**config.mk**
```make
export PLATFORM = sky130hd
export DESIGN_NAME = sdram_bank_fsm
export DESIGN_NICKNAME = d
export VERILOG_FILES = /design/src/rtl/sdram_chk_pkg.sv /design/src/rtl/sdram_bank_fsm.sv
export SDC_FILE = /design/constraint.sdc
export NUM_CORES = 1
export LEC_CHECK = 0
export BUFFER_PORTS_ARGS = -buffer_cell sky130_fd_sc_hd__buf_4
export CORE_MARGIN = 3
export CORE_UTILIZATION = 45
export CTS_BUF_LIST = sky130_fd_sc_hd__clkbuf_2
export DETAILED_ROUTE_END_ITERATION = 8
export HOLD_SLACK_MARGIN = 0.08
export PLACE_DENSITY = 0.76
export SYNTH_ARGS = -nofsm -noshare
export SYNTH_HDL_FRONTEND = slang
export SYNTH_SLANG_ARGS = --single-unit
export TNS_END_PERCENT = 30
```
**constraint.sdc**
```tcl
create_clock -name clk -period 2 [get_ports clk]
set_input_delay 0.2 -clock clk [delete_from_list [all_inputs] [get_ports clk]]
set_output_delay 0.2 -clock clk [all_outputs]
set_load 0.02 [all_outputs]
```
**src/rtl/sdram_chk_pkg.sv**
```systemverilog
package sdram_chk_pkg;
  typedef enum logic [3:0] {
    CMD_INH, CMD_NOP, CMD_ACT, CMD_RD, CMD_WR,
    CMD_BT, CMD_PRE, CMD_REF, CMD_LMR
  } cmd_e;

  typedef enum logic [2:0] {
    BK_IDLE = 3'd0, BK_ACT = 3'd1, BK_RD = 3'd2, BK_WR = 3'd3,
    BK_RDAP = 3'd4, BK_WRAP = 3'd5, BK_PRE = 3'd6
  } bank_st_e;

  localparam int ERR_NOROW  = 0;
  localparam int ERR_BUSY   = 1;
  localparam int ERR_APHOLD = 2;
  localparam int ERR_OPEN   = 3;
  localparam int NUM_ERR    = 4;
  localparam int ST_W       = 3;
endpackage

```
**src/rtl/sdram_bank_fsm.sv**
```systemverilog
module sdram_bank_fsm
  import sdram_chk_pkg::*;
#(
  parameter int CNT_W   = 4,
  parameter int PRE_CYC = 2
) (
  input  logic             clk,
  input  logic             rst_n,
  input  logic             run,
  input  logic             accept,
  input  cmd_e             cmd,
  input  logic             sel,
  input  logic             a10,
  input  logic             other_rw,
  input  logic [CNT_W-1:0] bl_len,
  input  logic             bl_full,
  output bank_st_e         st
);
  localparam logic [CNT_W-1:0] PRE_LD = CNT_W'(PRE_CYC);
  localparam logic [CNT_W-1:0] ONE    = CNT_W'(1);

  bank_st_e         st_q, st_d;
  logic [CNT_W-1:0] cnt_q, cnt_d;
  logic             own_rw, pre_hit, is_ap;
  bank_st_e         burst_st;

  assign own_rw   = accept && sel && (cmd == CMD_RD || cmd == CMD_WR);
  assign pre_hit  = accept && cmd == CMD_PRE && (sel || a10);
  assign is_ap    = (st_q == BK_RDAP) || (st_q == BK_WRAP);
  assign burst_st = (cmd == CMD_RD) ? (a10 ? BK_RDAP : BK_RD)
                                    : (a10 ? BK_WRAP : BK_WR);

  always_comb begin
    st_d  = st_q;
    cnt_d = cnt_q;
    case (st_q)
      BK_IDLE: if (accept && sel && cmd == CMD_ACT) st_d = BK_ACT;
      BK_ACT: begin
        if (own_rw) begin
          st_d  = burst_st;
          cnt_d = bl_len;
        end else if (pre_hit) begin
          st_d  = BK_PRE;
          cnt_d = PRE_LD;
        end
      end
      BK_RD, BK_WR, BK_RDAP, BK_WRAP: begin
        if (accept && other_rw) begin
          st_d  = is_ap ? BK_PRE : BK_ACT;
          cnt_d = PRE_LD;
        end else if (own_rw) begin
          st_d  = burst_st;
          cnt_d = bl_len;
        end else if (pre_hit) begin
          st_d  = BK_PRE;
          cnt_d = PRE_LD;
        end else if (accept && cmd == CMD_BT) begin
          st_d = BK_ACT;
        end else if (!bl_full) begin
          if (cnt_q <= ONE) begin
            st_d  = is_ap ? BK_PRE : BK_ACT;
            cnt_d = PRE_LD;
          end else begin
            cnt_d = cnt_q - ONE;
          end
        end
      end
      BK_PRE: begin
        if (cnt_q <= ONE) st_d = BK_IDLE;
        else cnt_d = cnt_q - ONE;
      end
      default: st_d = BK_IDLE;
    endcase
  end

  always_ff @(posedge clk) begin
    if (!rst_n) begin
      st_q  <= BK_IDLE;
      cnt_q <= '0;
    end else if (run) begin
      st_q  <= st_d;
      cnt_q <= cnt_d;
    end
  end

  assign st = st_q;

  a_r4_no_direct_idle: assert property (@(posedge clk) disable iff (!rst_n)
    (st_q != BK_IDLE && st_q != BK_PRE) |=> (st_q != BK_IDLE));

  a_r10_freeze: assert property (@(posedge clk) disable iff (!rst_n)
    !run |=> ($stable(st_q) && $stable(cnt_q)));

  a_r7_rdap_exit: assert property (@(posedge clk) disable iff (!rst_n)
    (st_q == BK_RDAP) |=> (st_q == BK_RDAP || st_q == BK_PRE));

  a_r7_wrap_exit: assert property (@(posedge clk) disable iff (!rst_n)
    (st_q == BK_WRAP) |=> (st_q == BK_WRAP || st_q == BK_PRE));
endmodule

```
Yosys cells after proc, flatten, opt, wreduce, memory -nomap -nowiden
Index checks and enable logic that the tools add are counted.

Register bits after elaboration: 7. Bits of input ports: 16. Output and inout bits: 3.

Add/sub/neg operators: 1. Order comparisons: 1. Equal/unequal tests: 19. Mux-type cells: 25. Reductions and logical operators: 15.

Operators by type and width (number): 3-bit two-way mux (14); 4-bit two-way mux (9); 4-bit by 3-bit equality test with 1-bit output, second input constant (3); 6-bit inequality test, second input constant (2); 3-bit one-hot mux with 4 select lines (1); 4-bit one-hot mux with 3 select lines (1); 6-bit AND reduction (2); 5-bit inequality test, second input constant (2); 3-bit equality test, second input constant (3); 4-bit by 2-bit equality test with 1-bit output, second input constant (2); 1-bit logical AND (7); 3-bit by 2-bit equality test with 1-bit output, second input constant (2); 2-bit inequality test, second input constant (3); 4-bit by 1-bit <= comparator with 1-bit output, second input constant (1); 4-bit OR reduction (1); 4-bit by 1-bit subtractor with 4-bit output, second input constant (1); 3-bit by 1-bit equality test with 1-bit output, second input constant (1); 3-bit zero test (1); 1-bit logical OR (3); 3-bit inequality test, second input constant (1); 3-bit nonzero test (1).

Longest topological paths before layout
Gate-level depths: netlist (run 1).

Word-level depth: 10. Mapped depth: 7.

Worst setup path before layout (run 1)
No wires, ideal clock.

Path type: register -> register. Start: register st_q[2], in the netlist st[2]. End: register cnt_q[2]. Data arrival time: 1656 ps. Setup slack: 252 ps. Cell stages (with the launch flop): 7. Buffers on the path: 1. Period minus slack after synthesis: 1748 ps. Cell sequence: dfxtp_1 buf_2 nor2b_1 o21ai_0 o41ai_4 a211oi_1 o32ai_1.

Word-level cells in the longest chain between the ends: 4. Elaborated cells between the ends (all ways): 14. Classes of those cells: eq/ne: 10; mux: 1; reduce/logical: 3.

RTL lines: start: declaration (line sdram_bank_fsm.sv:22) `bank_st_e st_q, st_d;`; start signal: assignment (line sdram_bank_fsm.sv:81) `st_q <= st_d;`; 3-bit equality test or 3-bit by 2-bit equality test with 1-bit output (tied branches) (line sdram_bank_fsm.sv:36) `case (st_q)`; 4-bit OR reduction (line sdram_bank_fsm.sv:36); 5-bit inequality test (no source line) or 3-bit nonzero test (tied branches); 6-bit AND reduction (no source line); end signal: assignment (line sdram_bank_fsm.sv:82) `cnt_q <= cnt_d;`; end: declaration (line sdram_bank_fsm.sv:23) `logic [CNT_W-1:0] cnt_q, cnt_d;`.

Parallel ways exist; a longest one is shown, timed or not. A chain may end at the register's enable or synchronous reset.

Worst setup path after layout (run 1)
Start: register cnt_q[0]. End: register st_q[1], in the netlist st[1].

Word-level cells in the longest chain between the ends: 3. Elaborated cells between the ends (all ways): 4. Classes of those cells: order compare: 1; eq/ne: 2; reduce/logical: 1.

RTL lines (line): 4-bit by 1-bit <= comparator with 1-bit output * (sdram_bank_fsm.sv:60, sdram_bank_fsm.sv:69); 6-bit inequality test (no source line) or 2-bit inequality test (tied branches); 6-bit AND reduction (no source line) *.

Mark *: on every way between the ends. The rest lies on a longest branch, timed or not.

==> run metrics, run 1 <==
status complete, no violations; CP top delay family simple AND/OR/NAND/NOR gates; final hold vios 0; Synthesized Nets 119; Placement Rows 14; Worst Hold Depth 3; share of the synthesized area in the top cell type 0.182; count of input and output buffers 18; global-route wire length before repair 3480 um; Initial Util 0.494; number of synthesized flops with an enable pin 0; fmax 551 MHz; post-layout minimum cycle time 1.82 ns; Worst Path Required 2.18 ns; Die Span Y 47.4 um; number of global-route vias before repair 858; Overflow after GRT 0; Hold Path Origin bl_len[2]; Residual DRC 0; NetSw 90.3 uW; TNS Setup 0 ns; Synth Flop Type dfxtp_1; Worst Hold End cnt_q[2]$_SDFFE_PN0P_; crit path max-delay cell type or4_1; area leader, netlist dfxtp_1; Hold Path Class in -> reg; top post-synthesis cells by area dfxtp_1 18%, nand2_1 5.4%, o211a_1 5.2%; CTS tree done; Setup WS post-layout 0.184 ns; fin crit share 0.908; final WL ~2200 um; initial antenna violation count 0; H-tree depth 1; DIE AREA around 0.0022 mm^2; DP Cell Count 136; hpwl dp 1740 um; CORE AREA between 0.0015 and 0.002 mm^2; Post-Syn Area 771 um^2; Synth async-reset ratio 0; iteration-0 DRC count of the detailed router 34; Post-DP Area 947 um^2; I/O pins 19; reg2reg setup slack 0.18 ns; Routed Antenna Nets 0; Layout Nets 143; Post-CTS Setup Bufs 0; #FFs+latches synth 7; Max Cap Viol 0; Area Overhead vs Synth 26.5%; crit path cell chain inv_1 > ha_1 > nor2_1 > or4_1 > a31oi_1 > o221a_2 > mux2i_1; combinational share of power 0.216; Synth Area per Inst around 7.6 um^2; clock power share 0.340; Critical Path AT 1.99 ns; die width 47.4 um; CTS sink count 7; Antenna diodes 0; WL/cell 15.6 um; sequential area share after synthesis 0.182; CP endpoint kind register; root buf cell clkbuf_2; Worst-Margin Slew around 0.46 ns; reg-to-reg startpoint cnt_q[0]$_SDFFE_PN0P_; worst stage delay on the critical path 0.40 ns; FF-to-FF End st[1]$_SDFFE_PN0P_; clk_lat worst skew approximately 0.24 ns; share of cells above drive strength 1 0.258; max-slew violations 0; leakage 0.000430 uW; Clock Path Buffers 2; Final setup viols 0; Flop pwr share 0.444; GRT Overall Usage 0.219; yosys warns 0; Final Cell Area a little under 0.001 mm^2; Via-to-Cell Ratio about 6.6; Power Density 326 mW/mm^2; DR pass1 iterations 4; largest net degree at the start of global routing 14; worst hold slack 0.246 ns; Routability Congestion slightly below 0.9; crit path buf inv count 1; Reg clk slew, reported paths 0.07 ns; most common cell in the netlist nand2_1; non-filler cells, final between 100 and 150; relative slew slack 0.690; Critical Path Source Type register; Synth top cells by count 11 x nand2_1, 8 x inv_1, 7 x dfxtp_1, 7 x nor2_1; cells on worst reg2reg path 7; number of buffers created by CTS 3; crit-path max FO 3; Via Count around 920; Sw Share 0.284; pre-CTS setup slack 0.185 ns; Fillers 140; Worst VDD drop 349 uV; post-synth cell types 37; Clock Skew 0.00666 ns; Mapped Cells 101; RSZ-0062 raised after global routing false; critical path class reg -> reg; Pint 227 uW
[timing repair]
item | in CTS | in global routing
setup endpoints to repair | 0 | 1
gates resized for setup | 0 | 1
hold buffers | 0 | 0
[final cells by class]
type                    instances  area, um^2  share of cell area
well taps                      16        20.0              0.0205
clock buffers                   4        20.0              0.0205
repair buffers                 23         173               0.177
flip-flops and latches          7         140               0.144
multi-input cells              82         592               0.607
inverters                       8        30.0              0.0308
[metrics by stage]
stage               total power, uW  utilization
global route                    336        0.625
global placement                210        0.608
floorplan                       172            -
detailed placement              211        0.608
finish                          318        0.625
CTS                             321        0.620
[placed cells by master (no fill, tap or decap), types with 2 or more instances in the layout]
| cell | instances |
|---|---|
| nor3_1 | 4 |
| a21oi_1 | 3 |
| nand3_1 | 4 |
| dfxtp_1 | 7 |
| nor2b_1 | 4 |
| mux2i_1 | 3 |
| o21ai_0 | 3 |
| a31oi_1 | 2 |
| nand3b_1 | 2 |
| nand2_1 | 11 |
| nor2_1 | 7 |
| o211ai_1 | 4 |
| and4bb_2 | 2 |
| a22oi_1 | 3 |
| ha_1 | 2 |
| inv_1 | 8 |
| a211oi_1 | 4 |
| o211a_1 | 4 |
| o311a_1 | 2 |
| o22ai_1 | 2 |
| buf_4 | 23 |
| o221ai_1 | 2 |
| clkbuf_2 | 4 |
[worst max-delay path by stage]
| stage | from | end | slack [ns] | cells past startpoint |
|---|---|---|---|---|
| finish | cnt_q[0]$_SDFFE_PN0P_ | st[1]$_SDFFE_PN0P_ | 0.18 | 7 |
| global route | cnt_q[0]$_SDFFE_PN0P_ | cnt_q[0]$_SDFFE_PN0P_ | 0.02 | 7 |
| CTS | cnt_q[0]$_SDFFE_PN0P_ | cnt_q[0]$_SDFFE_PN0P_ | 0.16 | 7 |
| detailed placement | cnt_q[0]$_SDFFE_PN0P_ | cnt_q[0]$_SDFFE_PN0P_ | 0.19 | 7 |
| global placement | cmd[0] | cnt_q[2]$_SDFFE_PN0P_ | 0.22 | 6 |
| floorplan | st[2]$_SDFFE_PN0P_ | cnt_q[2]$_SDFFE_PN0P_ | 0.25 | 6 |
[worst register-to-register path: cells and delay by family, from the launching register on]
kind | cells | cell delay, ns
simple gates | 2 | 0.47
compound gates | 2 | 0.47
flops | 1 | 0.33
fa+ha+maj | 1 | 0.19
mux | 1 | 0.19
buf+inv | 1 | 0.10
[state kept, by name, indices dropped and copies added (netlist names)]
register	cells
st	3
cnt_q	4
[kinds of logic after synthesis]
family,count (synthesis),synth area share
DFF,7,0.182
and+or+nand+nor,38,0.268
buffers and inverters,12,0.0601
muxes,3,0.0390
xor gates and xnor gates,1,0.0114
adders and majority gates,2,0.0325
AOI/OAI and AO/OA,38,0.407
[metal layers]
metal	global-route usage	routed length, um	up-vias
met5	0	0	-
met4	0.0994	59	0
met3	0.0498	122	10
met2	0.393	1100	31
met1	0.241	900	439
li1	-	-	443
[power groups by stage]
stage	Sequential, uW	Clock (uW)	Combinational (uW)
floorplan	145	0	27.4
global placement	144	0	65.6
detailed placement	144	0	67.2
CTS	141	113	67.3
global route	141	121	74.6
finish	141	108	68.6
No activity file was read; power rests on OpenSTA's default activity.
==> inputs of run 2 (changes only) <==
RECOVER_POWER = 100   (was not set)
==> run 2 against run 1 <==
Against the previous run: non-clock buffer count is the same; clock power is essentially flat; routed wire length grew 0.28%; worst hold slack gained 0.0023 ns; sequential share of layout area grew 0.11 points; cell count is the same; die area is the same; power shrank 0.17%; clock-buffer cell count is the same; global-route usage is the same; largest cell class unchanged.
==> run metrics, run 2 (synthesis gave the netlist of run 1 again) <==
reg-to-reg startpoint cnt_q[0]$_SDFFE_PN0P_ (unchanged); hpwl dp 1740 um (unchanged); worst stage delay on the critical path 0.40 ns (about the same); fmax 549 MHz (was 551 MHz); Critical Path Source Type register (unchanged); largest net degree at the start of global routing 14 (unchanged); crit path max-delay cell type or4_1 (unchanged); Setup WS post-layout 0.177 ns (was 0.184 ns); DR pass1 iterations 4 (unchanged); Via-to-Cell Ratio 6.48 (was 6.59); number of global-route vias before repair 858 (unchanged); max FFs per register 4 (unchanged); fin crit share 0.911 (was 0.908); Area Overhead vs Synth 25.5% (was 26.5%); GRT Overall Usage 0.219 (unchanged); Power Density 328 mW/mm^2 (was 326 mW/mm^2); Reg clk slew, reported paths 0.08 ns (was 0.07 ns); Via Count 907 (was 923); clock power share 0.340 (about the same); Clock Path Buffers 2 (unchanged); Routed Antenna Nets 0 (unchanged); reg2reg setup slack 0.18 ns (about the same); share of cells above drive strength 1 0.242 (was 0.258); final WL 2180 um (about the same); Post-CTS Setup Bufs 0 (unchanged); Clock Skew 0.00699 ns (was 0.00666 ns); initial antenna violation count 0 (unchanged); Worst Path Required 2.18 ns (about the same); H-tree depth 1 (unchanged); most frequent cells in the layout 21 x buf_4, 11 x nand2_1, 8 x inv_1 (was 23 x buf_4, 11 x nand2_1, 8 x inv_1); status complete, no violations (unchanged); Hold Path Class in -> reg (unchanged); NetSw 90.1 uW (was 90.3 uW); largest register by flop count cnt_q (unchanged); WL/cell 15.6 um (about the same); worst setup path startpoint cnt_q[0]$_SDFFE_PN0P_ (unchanged); pre-CTS setup slack 0.185 ns (unchanged); crit path buf inv count 1 (unchanged); Worst VDD drop 348 uV (was 349 uV); FF-to-FF End st[1]$_SDFFE_PN0P_ (unchanged); Routability Congestion 0.879 (unchanged); Initial Util 0.494 (unchanged); CP endpoint kind register (unchanged); critical path class reg -> reg (unchanged); combinational share of power 0.215 (was 0.216); crit path cell chain inv_1 > ha_1 > nor2_1 > or4_1 > a31oi_1 > o221a_2 > mux2i_1 (unchanged); Placement Rows 14 (unchanged); Antenna diodes 0 (unchanged); clk_lat worst skew 0.24 ns (about the same); Max Cap Viol 0 (unchanged); DIE AREA 0.00225 mm^2 (unchanged); Overflow after GRT 0 (unchanged); crit-path max FO 3 (unchanged); iteration-0 DRC count of the detailed router 37 (was 34); Sw Share 0.284 (about the same); Residual DRC 0 (unchanged); CTS sink count 7 (unchanged); CP top delay family simple AND/OR/NAND/NOR gates (unchanged); Flop pwr share 0.444 (about the same); I/O pins 19 (unchanged); Die Span Y 47.4 um (unchanged); count of input and output buffers 18 (unchanged); Hold Path Origin bl_len[2] (unchanged); root buf cell clkbuf_2 (unchanged); global-route wire length before repair 3480 um (unchanged); Final setup viols 0 (unchanged); Pint 227 uW (about the same); RSZ-0062 raised after global routing false (unchanged); max-slew violations 0 (unchanged); final hold vios 0 (unchanged); Critical Path AT 2.00 ns (was 1.99 ns); CORE AREA 0.00156 mm^2 (unchanged); number of buffers created by CTS 3 (unchanged); die width 47.4 um (unchanged); most common cell after layout, fill and taps aside buf_4 (unchanged); TNS Setup 0 ns (unchanged); relative slew slack 0.685 (was 0.690); CTS tree done (unchanged); cells on worst reg2reg path 7 (unchanged); post-layout minimum cycle time 1.82 ns (about the same); Layout Nets 143 (unchanged); Worst Setup EP st[1]$_SDFFE_PN0P_ (unchanged); Crit path depth 7 (unchanged); leakage 0.000422 uW (was 0.000430 uW); Worst-Margin Slew 0.469 ns (was 0.461 ns)
## run 2: cell count changes in the layout (fill, tap and decap cells not counted)
cell,previous run,this run
clkbuf_1,0,2
buf_4,23,21
## run 2: area by class of cell
cell class | count | area (um^2)
multi-input cells | 82 | 592
fillers | 141 | 592
repair buffers | 23 | 165
flip-flops and latches | 7 | 140
inverters | 8 | 30.0
clock buffers | 4 | 20.0
well taps | 16 | 20.0
## run 2: stage by stage
| step | hold slack (ns) | cells | total power [uW] | area (um^2) | util |
|---|---|---|---|---|---|
| after floorplan | 0.378 | 101 | 172 | 771 | - |
| final | 0.248 | 140 | 317 | 967 | 0.620 |
| after global routing | 0.250 | 140 | 336 | 967 | 0.620 |
| after detailed placement | 0.477 | 136 | 211 | 947 | 0.608 |
| after global placement | 0.459 | 136 | 210 | 947 | 0.608 |
| after CTS | 0.243 | 140 | 321 | 967 | 0.620 |
## run 2: per-layer routing
layer	vias up	track usage	wire length (um)	share of wire
li1	444	-	-	-
met1	428	0.241	915	0.42
met2	29	0.393	1100	0.50
met5	-	0	0	0
met4	0	0.0994	38	0.017
met3	6	0.0498	129	0.059
## run 2: how the worst min path moves through the flow
stage               slack, ns  depth (start not counted)                    end
detailed placement       0.48                          2  cnt_q[1]$_SDFFE_PN0P_
global placement         0.46                          2  cnt_q[1]$_SDFFE_PN0P_
global route             0.25                          3  cnt_q[2]$_SDFFE_PN0P_
CTS                      0.24                          3  cnt_q[2]$_SDFFE_PN0P_
floorplan                0.38                          2  cnt_q[2]$_SDFFE_PN0P_
finish                   0.25                          3  cnt_q[2]$_SDFFE_PN0P_
## run 2: what timing repair did
| item | CTS | global route |
|---|---|---|
| resized for setup | 0 | 1 |
| endpoints found under the setup margin | 0 | 1 |
| hold buffers | 0 | 0 |
## run 2: worst register-to-register path, stage by stage (launching register included)
cell and delay (ns):
dfxtp_1 0.33, inv_1 0.10, ha_1 0.19, nor2_1 0.07, or4_1 0.40, a31oi_1 0.20
o221a_2 0.27, mux2i_1 0.20
## run 2: power by group through the flow
| stage | Sequential (uW) | Clock [uW] | Combinational (uW) |
|---|---|---|---|
| final | 141 | 108 | 68.2 |
| after global routing | 141 | 121 | 74.2 |
| after detailed placement | 144 | 0 | 67.2 |
| after CTS | 141 | 113 | 67.3 |
| after floorplan | 145 | 0 | 27.4 |
| after global placement | 144 | 0 | 65.6 |
==> inputs of run 3 (changes only) <==
CTS_BUF_LIST = sky130_fd_sc_hd__clkbuf_8   (was sky130_fd_sc_hd__clkbuf_2)
SLEW_MARGIN = 20   (was not set)
==> run 3 against run 2 <==
Against the previous run: sequential share of layout area decreased by 0.37 points; non-clock buffer count unchanged; cell count unchanged; first-iteration DRC count decreased by 19%; power increased by 27%; die area unchanged; worst setup slack about the same.
==> run metrics, run 3 (synthesis gave the netlist of run 1 again) <==
status complete, no violations (unchanged); register area 140 um^2 (unchanged); Clock Skew 0.00406 ns (was 0.00699 ns); final WL 2200 um (was 2180 um); Power Density 405 mW/mm^2 (was 328 mW/mm^2); RSZ-0062 raised after global routing false (unchanged); post-layout minimum cycle time 1.82 ns (about the same); global-route wire length before repair 3410 um (was 3480 um); fin crit share 0.911 (about the same); I/O pins 19 (unchanged); CORE AREA 0.00156 mm^2 (unchanged); Worst VDD drop 360 uV (was 348 uV); Area Overhead vs Synth 28.7% (was 25.5%); share of cells above drive strength 1 0.234 (was 0.242); hpwl dp 1740 um (unchanged); Multi-input gate area 592 um^2 (unchanged); Antenna diodes 0 (unchanged); Via Count 916 (was 907); crit-path max FO 3 (unchanged); Worst-Margin Slew 0.444 ns (was 0.469 ns); iteration-0 DRC count of the detailed router 30 (was 37); Placement Rows 14 (unchanged); largest register by flop count cnt_q (unchanged); final hold vios 0 (unchanged); Routability Congestion 0.879 (unchanged); CP endpoint kind register (unchanged); CTS Hold Bufs 0 (unchanged); GRT Overall Usage 0.215 (was 0.219); max-slew violations 0 (unchanged); Power Total 402 uW (was 317 uW); Post-CTS Setup Bufs 0 (unchanged); count of input and output buffers 18 (unchanged); leakage 0.000432 uW (was 0.000422 uW); Critical Path AT 1.98 ns (was 2.00 ns); largest net degree at the start of global routing 14 (unchanged); H-tree depth 1 (unchanged); Residual DRC 0 (unchanged); FF-to-FF End st[2]$_SDFFE_PN0P_ (was st[1]$_SDFFE_PN0P_); Hold Path Class in -> reg (unchanged); Layout Nets 143 (unchanged); Max Cap Viol 0 (unchanged); number of global-route vias before repair 823 (was 858); Fillers 142 (was 141); TNS Setup 0 ns (unchanged); die width 47.4 um (unchanged); CTS sink count 7 (unchanged); reg2reg setup slack 0.18 ns (about the same); Reg clk slew, reported paths 0.04 ns (was 0.08 ns); Critical Path Source Type register (unchanged); Routed Antenna Nets 0 (unchanged); Overflow after GRT 0 (unchanged); most common cell after layout, fill and taps aside buf_4 (unchanged); DR pass1 iterations 4 (unchanged); Die Span Y 47.4 um (unchanged); Worst Setup EP st[2]$_SDFFE_PN0P_ (was st[1]$_SDFFE_PN0P_); number of buffers created by CTS 3 (unchanged); most frequent cells in the layout 21 x buf_4, 11 x nand2_1, 9 x inv_1 (was 21 x buf_4, 11 x nand2_1, 8 x inv_1); Clock Path Buffers 2 (unchanged); fmax 549 MHz (about the same); Initial Util 0.494 (unchanged); WL/cell 15.7 um (was 15.6 um); critical path class reg -> reg (unchanged); clk_lat worst skew 0.23 ns (was 0.24 ns); Via-to-Cell Ratio 6.54 (was 6.48); relative slew slack 0.700 (was 0.685); cells on worst reg2reg path 7 (unchanged); worst setup path startpoint cnt_q[0]$_SDFFE_PN0P_ (unchanged); post_cts resized 0 (unchanged); reg-to-reg startpoint cnt_q[0]$_SDFFE_PN0P_ (unchanged); Worst Path Required 2.15 ns (was 2.18 ns); Final setup viols 0 (unchanged); max FFs per register 4 (unchanged); CTS tree done (unchanged); root buf cell clkbuf_8 (was clkbuf_2); initial antenna violation count 0 (unchanged); DIE AREA 0.00225 mm^2 (unchanged)
run 3: final cells by class:
| type | count | area share |
|---|---|---|
| Multi-Input combinational cell | 82 | 0.596 |
| Timing Repair Buffer | 23 | 0.166 |
| Sequential cell | 7 | 0.141 |
| Clock buffer | 3 | 0.0416 |
| Inverter | 8 | 0.0303 |
| Tap cell | 16 | 0.0202 |
| Clock inverter | 1 | 0.00378 |
run 3: worst min path at each step:
stage	startpoint	endpoint	slack, ns	cells after the start
floorplan	bl_len[2]	cnt_q[2]$_SDFFE_PN0P_	0.38	2
global placement	cnt_q[1]$_SDFFE_PN0P_	cnt_q[1]$_SDFFE_PN0P_	0.46	2
detailed placement	cnt_q[1]$_SDFFE_PN0P_	cnt_q[1]$_SDFFE_PN0P_	0.48	2
CTS	bl_len[2]	cnt_q[2]$_SDFFE_PN0P_	0.27	3
global route	bl_len[2]	cnt_q[2]$_SDFFE_PN0P_	0.28	3
finish	bl_len[2]	cnt_q[2]$_SDFFE_PN0P_	0.26	3
run 3: where the power goes:
group | leakage (uW) | switching, uW | total, uW | internal, uW
Combinational | 0.000349 | 34.4 | 68.2 | 33.8
Sequential | 0.0000564 | 0.786 | 142 | 141
Clock | 0.0000269 | 59.6 | 192 | 132
Total | 0.000432 | 94.8 | 402 | 307
run 3: critical path, stage by stage (launching register included):
cell and delay [ns]:
dfxtp_1 0.32, inv_1 0.10, ha_1 0.20, nor2_1 0.07
or4_1 0.40, a31oi_1 0.20, o221a_2 0.27, mux2i_1 0.19
run 3: metrics by stage:
stage | instances | setup WS (ns) | cell area [um^2] | hold WS (ns) | utilization
5_1_grt | 140 | 0.0295 | 992 | 0.283 | 0.636
3_3_place_gp | 136 | 0.224 | 947 | 0.459 | 0.608
4_1_cts | 140 | 0.169 | 992 | 0.269 | 0.636
6_report | 140 | 0.177 | 992 | 0.264 | 0.636
2_1_floorplan | 101 | 0.252 | 771 | 0.378 | -
3_5_place_dp | 136 | 0.185 | 947 | 0.477 | 0.608
run 3: routing by layer:
layer  GRT usage  up-vias  part of all wire
met1       0.239      424              0.39
met4      0.0718        0             0.038
met3      0.0498       13             0.067
li1            -      442                 -
met5           0        -                 0
met2       0.393       37              0.51
